**src/rtl/cbs_pkg.sv**
```systemverilog
package cbs_pkg;

  typedef enum logic [1:0] {
    FMT_MONO8    = 2'd0,
    FMT_STEREO8  = 2'd1,
    FMT_MONO16   = 2'd2,
    FMT_STEREO16 = 2'd3
  } cbs_fmt_e;

  // Index of the final byte of a sample in the given format.
  function automatic logic [1:0] fmt_last(cbs_fmt_e f);
    case (f)
      FMT_MONO8:               fmt_last = 2'd0;
      FMT_STEREO8, FMT_MONO16: fmt_last = 2'd1;
      default:                 fmt_last = 2'd3;
    endcase
  endfunction

  // Next pointer value for a read: advance, but never past the last byte.
  function automatic logic [1:0] ptr_step(logic [1:0] cur, logic [1:0] last);
    ptr_step = (cur < last) ? cur + 2'd1 : cur;
  endfunction

endpackage

```
**src/rtl/cbs_pending.sv**
```systemverilog
module cbs_pending #(
  parameter int WORD_W = 32
) (
  input  logic              clk,
  input  logic              rst_n,
  input  logic              clr,
  input  logic              arrive,
  input  logic              take,
  input  logic [WORD_W-1:0] in_data,
  input  cbs_pkg::cbs_fmt_e in_fmt,
  output logic              pend_v,
  output logic [WORD_W-1:0] pend_data,
  output cbs_pkg::cbs_fmt_e pend_fmt
);

  always_ff @(posedge clk) begin
    if (!rst_n || clr) begin
      pend_v    <= 1'b0;
      pend_data <= '0;
      pend_fmt  <= cbs_pkg::FMT_MONO8;
    end else if (take) begin
      pend_v <= 1'b0;
    end else if (arrive) begin
      pend_v    <= 1'b1;
      pend_data <= in_data;
      pend_fmt  <= in_fmt;
    end
  end

endmodule

```
**src/rtl/cbs_ptr.sv**
```systemverilog
module cbs_ptr #(
  parameter int PTR_W = 2
) (
  input  logic             clk,
  input  logic             rst_n,
  input  logic             clr,
  input  logic             stat_rd,
  input  logic             have_smp,
  input  logic             port_rd,
  input  logic [PTR_W-1:0] last_idx,
  output logic [PTR_W-1:0] ptr_q,
  output logic             armed_q,
  output logic             load
);

  assign load = (stat_rd | armed_q) & have_smp & ~clr;

  always_ff @(posedge clk) begin
    if (!rst_n || clr) begin
      ptr_q   <= '0;
      armed_q <= 1'b0;
    end else begin
      armed_q <= (armed_q | stat_rd) & ~load;
      if (load)         ptr_q <= '0;
      else if (port_rd) ptr_q <= cbs_pkg::ptr_step(ptr_q, last_idx);
    end
  end

endmodule

```
**src/rtl/cbs_hold.sv**
```systemverilog
module cbs_hold #(
  parameter int BYTE_W = 8,
  parameter int LANES  = 4,
  localparam int WORD_W = BYTE_W * LANES,
  localparam int PTR_W  = $clog2(LANES)
) (
  input  logic              clk,
  input  logic              rst_n,
  input  logic              clr,
  input  logic              load,
  input  logic [WORD_W-1:0] src_data,
  input  cbs_pkg::cbs_fmt_e src_fmt,
  input  logic [PTR_W-1:0]  ptr,
  output logic [WORD_W-1:0] hold_q,
  output logic [PTR_W-1:0]  last_q,
  output logic [BYTE_W-1:0] byte_out
);

  logic [BYTE_W-1:0] lane [LANES];

  always_ff @(posedge clk) begin
    if (!rst_n || clr) begin
      hold_q <= '0;
      last_q <= '0;
    end else if (load) begin
      hold_q <= src_data;
      last_q <= PTR_W'(cbs_pkg::fmt_last(src_fmt));
    end
  end

  for (genvar g = 0; g < LANES; g++) begin : g_lane
    assign lane[g] = hold_q[g*BYTE_W +: BYTE_W];
  end

  assign byte_out = lane[ptr];

endmodule

```
**src/rtl/cap_byte_seq.sv**
```systemverilog
module cap_byte_seq #(
  parameter int          BYTE_W    = 8,
  parameter int          LANES     = 4,
  parameter logic [7:0]  IDLE_CODE = 8'h80,
  localparam int WORD_W = BYTE_W * LANES,
  localparam int PTR_W  = $clog2(LANES)
) (
  input  logic              clk,
  input  logic              rst_n,
  input  logic              smp_valid,
  input  logic [WORD_W-1:0] smp_data,
  input  logic [1:0]        smp_fmt,
  input  logic              port_rd,
  input  logic              stat_rd,
  input  logic              pwr_dn,
  output logic [BYTE_W-1:0] port_data,
  output logic [PTR_W-1:0]  rd_pos
);

  cbs_pkg::cbs_fmt_e in_fmt;
  cbs_pkg::cbs_fmt_e pend_fmt;
  cbs_pkg::cbs_fmt_e src_fmt;
  logic              pend_v;
  logic [WORD_W-1:0] pend_data;
  logic [WORD_W-1:0] src_data;
  logic [WORD_W-1:0] hold_q;
  logic [PTR_W-1:0]  ptr_q;
  logic [PTR_W-1:0]  last_q;
  logic [BYTE_W-1:0] cur_byte;
  logic              armed_q;
  logic              load_evt;
  logic              arrive_evt;
  logic              read_evt;
  logic              stat_evt;

  assign in_fmt     = cbs_pkg::cbs_fmt_e'(smp_fmt);
  assign arrive_evt = smp_valid & ~pwr_dn;
  assign read_evt   = port_rd & ~pwr_dn;
  assign stat_evt   = stat_rd & ~pwr_dn;

  // A sample in this cycle is newer than anything pending.
  assign src_data = smp_valid ? smp_data : pend_data;
  assign src_fmt  = smp_valid ? in_fmt   : pend_fmt;

  cbs_pending #(.WORD_W(WORD_W)) u_pend (
    .clk      (clk),
    .rst_n    (rst_n),
    .clr      (pwr_dn),
    .arrive   (arrive_evt),
    .take     (load_evt),
    .in_data  (smp_data),
    .in_fmt   (in_fmt),
    .pend_v   (pend_v),
    .pend_data(pend_data),
    .pend_fmt (pend_fmt)
  );

  cbs_ptr #(.PTR_W(PTR_W)) u_ptr (
    .clk     (clk),
    .rst_n   (rst_n),
    .clr     (pwr_dn),
    .stat_rd (stat_evt),
    .have_smp(arrive_evt | pend_v),
    .port_rd (read_evt),
    .last_idx(last_q),
    .ptr_q   (ptr_q),
    .armed_q (armed_q),
    .load    (load_evt)
  );

  cbs_hold #(.BYTE_W(BYTE_W), .LANES(LANES)) u_hold (
    .clk     (clk),
    .rst_n   (rst_n),
    .clr     (pwr_dn),
    .load    (load_evt),
    .src_data(src_data),
    .src_fmt (src_fmt),
    .ptr     (ptr_q),
    .hold_q  (hold_q),
    .last_q  (last_q),
    .byte_out(cur_byte)
  );

  assign port_data = pwr_dn ? BYTE_W'(IDLE_CODE) : cur_byte;
  assign rd_pos    = pwr_dn ? '0 : ptr_q;

endmodule

```
**config.mk**
```make
export PLATFORM = sky130hd
export DESIGN_NAME = cap_byte_seq
export DESIGN_NICKNAME = d
export VERILOG_FILES = /design/src/rtl/cbs_pkg.sv /design/src/rtl/cbs_pending.sv /design/src/rtl/cbs_ptr.sv /design/src/rtl/cbs_hold.sv /design/src/rtl/cap_byte_seq.sv
export SDC_FILE = /design/constraint.sdc
export NUM_CORES = 1
export LEC_CHECK = 0
export BUFFER_PORTS_ARGS = -buffer_cell sky130_fd_sc_hd__buf_2
export CORE_MARGIN = 2
export CORE_UTILIZATION = 35
export CTS_BUF_LIST = sky130_fd_sc_hd__clkbuf_4 sky130_fd_sc_hd__clkbuf_8 sky130_fd_sc_hd__clkbuf_16
export CTS_CLUSTER_SIZE = 25
export DETAILED_ROUTE_END_ITERATION = 16
export PLACE_DENSITY = 0.54
export SLEW_MARGIN = 5
export SYNTH_ARGS = -nofsm -noshare
export SYNTH_HDL_FRONTEND = slang
export SYNTH_SLANG_ARGS = --single-unit
```
**constraint.sdc**
```tcl
create_clock -name clk -period 1.7 [get_ports clk]
set_clock_uncertainty 0.1 [all_clocks]
set_input_delay 0.34 -clock clk [delete_from_list [all_inputs] [get_ports clk]]
set_output_delay 0.34 -clock clk [all_outputs]
set_load 0.02 [all_outputs]
```
==> flow_metrics.env <==
export IMPL_path_max_fanout=4
export IMPL_maxCapViolCount=0
export IMPL_max_stage_delay_ns=0.48
export IMPL_wl_per_cell_um=14.8
export IMPL_powerDensity_nw_per_um2=967
export IMPL_synthMuxAreaShare_pct=15.4
export IMPL_vias=2527
export IMPL_synth_simple_area_share_pct=17.8
export IMPL_grt_start_max_net_pins=43
export IMPL_fp_dieH_um=100
export IMPL_antenna_found_initial=0
export IMPL_worst_path_max_delay_cell="mux4_2"
export IMPL_drt_first_iter_violations=93
export IMPL_fin_nets=438
export IMPL_synthDistinctLibCells=34
export IMPL_crit_type="reg2out"
export IMPL_max_freq_mhz=472
export IMPL_core_area_um2=9110
export IMPL_synthXorXnorAreaFrac_pct=0
export IMPL_fin_ws_ns=-0.419
export IMPL_use_met3_pct=3.13
export IMPL_worstPathCellList="buf_4 -> mux4_2 -> or2_4 -> buf_6"
export IMPL_worstMarginPinSlew_ns=0.351
export IMPL_post_dp_hpwl_um=5380
export IMPL_r2r_start="u_hold.last_q[1]$_SDFFE_PP0P_"
export IMPL_worstSkewPairLatency_ns=0.34
export IMPL_final_hold_violation_count=0
export IMPL_p_total_mw=3.79
export IMPL_avgSynthCellArea_um2=9.30
export IMPL_wirelength_um=7570
export IMPL_status="finished, violations left"
export IMPL_crit_arrival_ns=1.68
export IMPL_start_util_pct=35.6
export IMPL_clkTransAtPathRegs_ns=0.08
export IMPL_dp_cells=497
export IMPL_cp_top_family="multiplexers"
export IMPL_first_global_vias=2482
export IMPL_synthToLayoutAreaGrowth_pct=20.8
export IMPL_final_cells=513
export IMPL_hold_path_class="in2reg"
export IMPL_ys_warn_count=0
export IMPL_crit_buf_inv=2
export IMPL_cts_buffers=9
export IMPL_rsz0062_at_grt="yes"
export IMPL_ir_drop_mv=0.492
export IMPL_firstDrtPassIters=7
export IMPL_crit_required_ns=1.26
export IMPL_groute_usage_overall_pct=16.1
export IMPL_ys_seq_area_share_pct=44.4
export IMPL_drive_gt1_share_pct=30.1
export IMPL_gp_congestion=0.736
export IMPL_viasPerCell=4.93
export IMPL_die_area_um2=10100
export IMPL_netlist_area_um2=3250
export IMPL_relSlewSlack_pct=76.6
export IMPL_clockBufferDepth=2
export IMPL_ioPinCount=50
export IMPL_violations="negative setup slack"
export IMPL_synthCells=349
export IMPL_synth_top_family_by_area="simple AND/OR/NAND/NOR gates"
export IMPL_slew_viol_final=0
export IMPL_period_needed_ns=2.12
export IMPL_die_x_um=100
export IMPL_drcViolationCount=0
export IMPL_cp_start_kind="register"
export IMPL_ant_nets=0
export IMPL_leakage_nw=1.51
export IMPL_synth_fa_ha_area_share_pct=0.385
export IMPL_htree_levels=3
export IMPL_post_cts_repair_setup_buffers=0
export IMPL_setup_viol=8
export IMPL_portBuffers=49
export IMPL_clockRootBuffer="clkbuf_8"
export IMPL_antennaDiodeCount=0
export IMPL_grt_use_met1_pct=21.8
export IMPL_endpoint_kind="output pin"
export IMPL_use_met2_pct=24.9
export IMPL_cts_sinks=72
export IMPL_finalCritPeriodShare_pct=125
export IMPL_std_cell_rows=35
export IMPL_overflow=0
export IMPL_cp_startpoint="u_ptr.ptr_q[0]$_SDFFE_PP0P_"
export IMPL_cts_tree="built"
export IMPL_ys_seq_elements=72
export IMPL_grt_busiest_layer="met2"
export IMPL_min_from="smp_data[1]"
export IMPL_synth_compound_area_share_pct=16.4
export IMPL_synth_nets=390
export IMPL_hold_buffers=0
export IMPL_grt_pass1_wl_um=12600
layout by cell type (no fill, tap or decap), types with 2 or more instances in the layout:
cell	count
dfxtp_1	69
nand2_1	59
buf_2	46
nor2_1	34
mux2i_1	32
a211oi_1	32
a21oi_1	28
buf_4	14
nand2_2	10
a21oi_2	10
clkbuf_8	10
mux4_2	8
and2_1	6
nor2b_1	4
buf_12	4
nor3_1	3
bufinv_16	3
buf_6	3
inv_1	2
o21ai_1	2
dfxtp_2	2
state kept, by name, summed over array words and instances (netlist names):
| signal | flops |
|---|---|
| u_pend.pend_data | 32 |
| u_ptr.ptr_q | 2 |
| u_pend.pend_fmt | 2 |
| u_pend.pend_v | 1 |
| u_hold.hold_q | 32 |
| u_ptr.armed_q | 1 |
| u_hold.last_q | 2 |
stage by stage:
step           hold slack [ns]  TNS, ns  worst slack, ns  cell area, um2  util (%)
2_1_floorplan            0.336        0         0.000646            3250         -
6_report                 0.147    -3.03           -0.419            3920      43.1
3_3_place_gp             0.341   -0.961           -0.155            3650      40.0
3_5_place_dp             0.346   -0.927           -0.153            3650      40.0
4_1_cts                  0.133    -3.26           -0.432            3910      42.9
5_1_grt                  0.144    -3.48           -0.461            3920      43.1
final cells by class:
| class | instances | area [um2] |
|---|---|---|
| flip-flops and latches | 72 | 1450 |
| multi-input cells | 245 | 1630 |
| inverters | 2 | 7.51 |
| clock buffers | 11 | 145 |
| repair buffers | 67 | 449 |
| clock inverters | 5 | 104 |
| fillers | 928 | 5180 |
| well taps | 111 | 139 |
logic make-up after synthesis:
family	after synthesis
simple gates	125
fa+ha+maj	1
buf+inv	32
compound gates	79
flops	72
mux	40
report_power, final:
group          switching [mW]  internal [mW]
clock network           0.627           1.03
logic                   0.216          0.165
registers              0.0259           1.73
final timing paths:
kind              slack, ns                                 to  depth (start not counted)
setup / recovery      -0.42                       port_data[7]                          4
hold / removal         0.15   u_pend.pend_data[1]$_SDFFE_PP0P_                          3
setup reg to reg       0.07        u_ptr.ptr_q[1]$_SDFFE_PP0P_                          5
hold reg to reg        0.35  u_pend.pend_data[14]$_SDFFE_PP0P_                          2
Yosys cell counts:
| master | n | area share, % |
|---|---|---|
| a211o_1 | 1 | 0.27 |
| a211oi_1 | 32 | 7.4 |
| a21boi_1 | 1 | 0.23 |
| a21oi_1 | 28 | 4.3 |
| a21oi_2 | 10 | 2.7 |
| a31oi_1 | 1 | 0.19 |
| and2_1 | 7 | 1.3 |
| buf_1 | 2 | 0.23 |
| buf_2 | 11 | 1.7 |
| buf_4 | 3 | 0.69 |
| buf_6 | 5 | 1.7 |
| clkbuf_1 | 9 | 1.0 |
| dfxtp_1 | 72 | 44 |
| ha_1 | 1 | 0.39 |
| inv_1 | 2 | 0.23 |
| mux2i_1 | 32 | 9.9 |
| mux4_2 | 8 | 5.5 |
| nand2_1 | 59 | 6.8 |
| nand2_2 | 10 | 1.9 |
| nand2b_1 | 2 | 0.39 |
| nand3b_1 | 1 | 0.23 |
| nor2_1 | 34 | 3.9 |
| nor2b_1 | 4 | 0.77 |
| nor3_1 | 3 | 0.46 |
| nor4b_4 | 1 | 0.73 |
| o211a_1 | 1 | 0.31 |
| o21ai_1 | 2 | 0.31 |
| o21bai_1 | 1 | 0.23 |
| o22a_1 | 1 | 0.27 |
| o22ai_1 | 1 | 0.19 |
| or2_1 | 1 | 0.19 |
| or3_1 | 1 | 0.19 |
| or3b_4 | 1 | 0.35 |
| or4b_4 | 1 | 0.42 |
per-layer routing:
metal / part of all wire (%) / up-vias
li1: - / 1316
met1: 49 / 1154
met2: 45 / 44
met3: 3.3 / 13
met4: 2.0 / 0
met5: 0 / -
timing repair:
item / CTS / global route
resized for setup: 5 / 6
endpoints found under the hold margin: 0 / 0
setup endpoints to repair: 9 / 10
cloned: 0 / 0
pin swaps: 0 / 1
worst register-to-register path, delay by kind of cell, from the launching register on:
| family | cells | cell delay, ns |
|---|---|---|
| adders and majority gates | 1 | 0.16 |
| AOI/OAI and AO/OA | 1 | 0.15 |
| and+or+nand+nor | 2 | 0.76 |
| DFF | 1 | 0.34 |
| buffers and inverters | 1 | 0.04 |
Power figures use the tool's default switching activity.
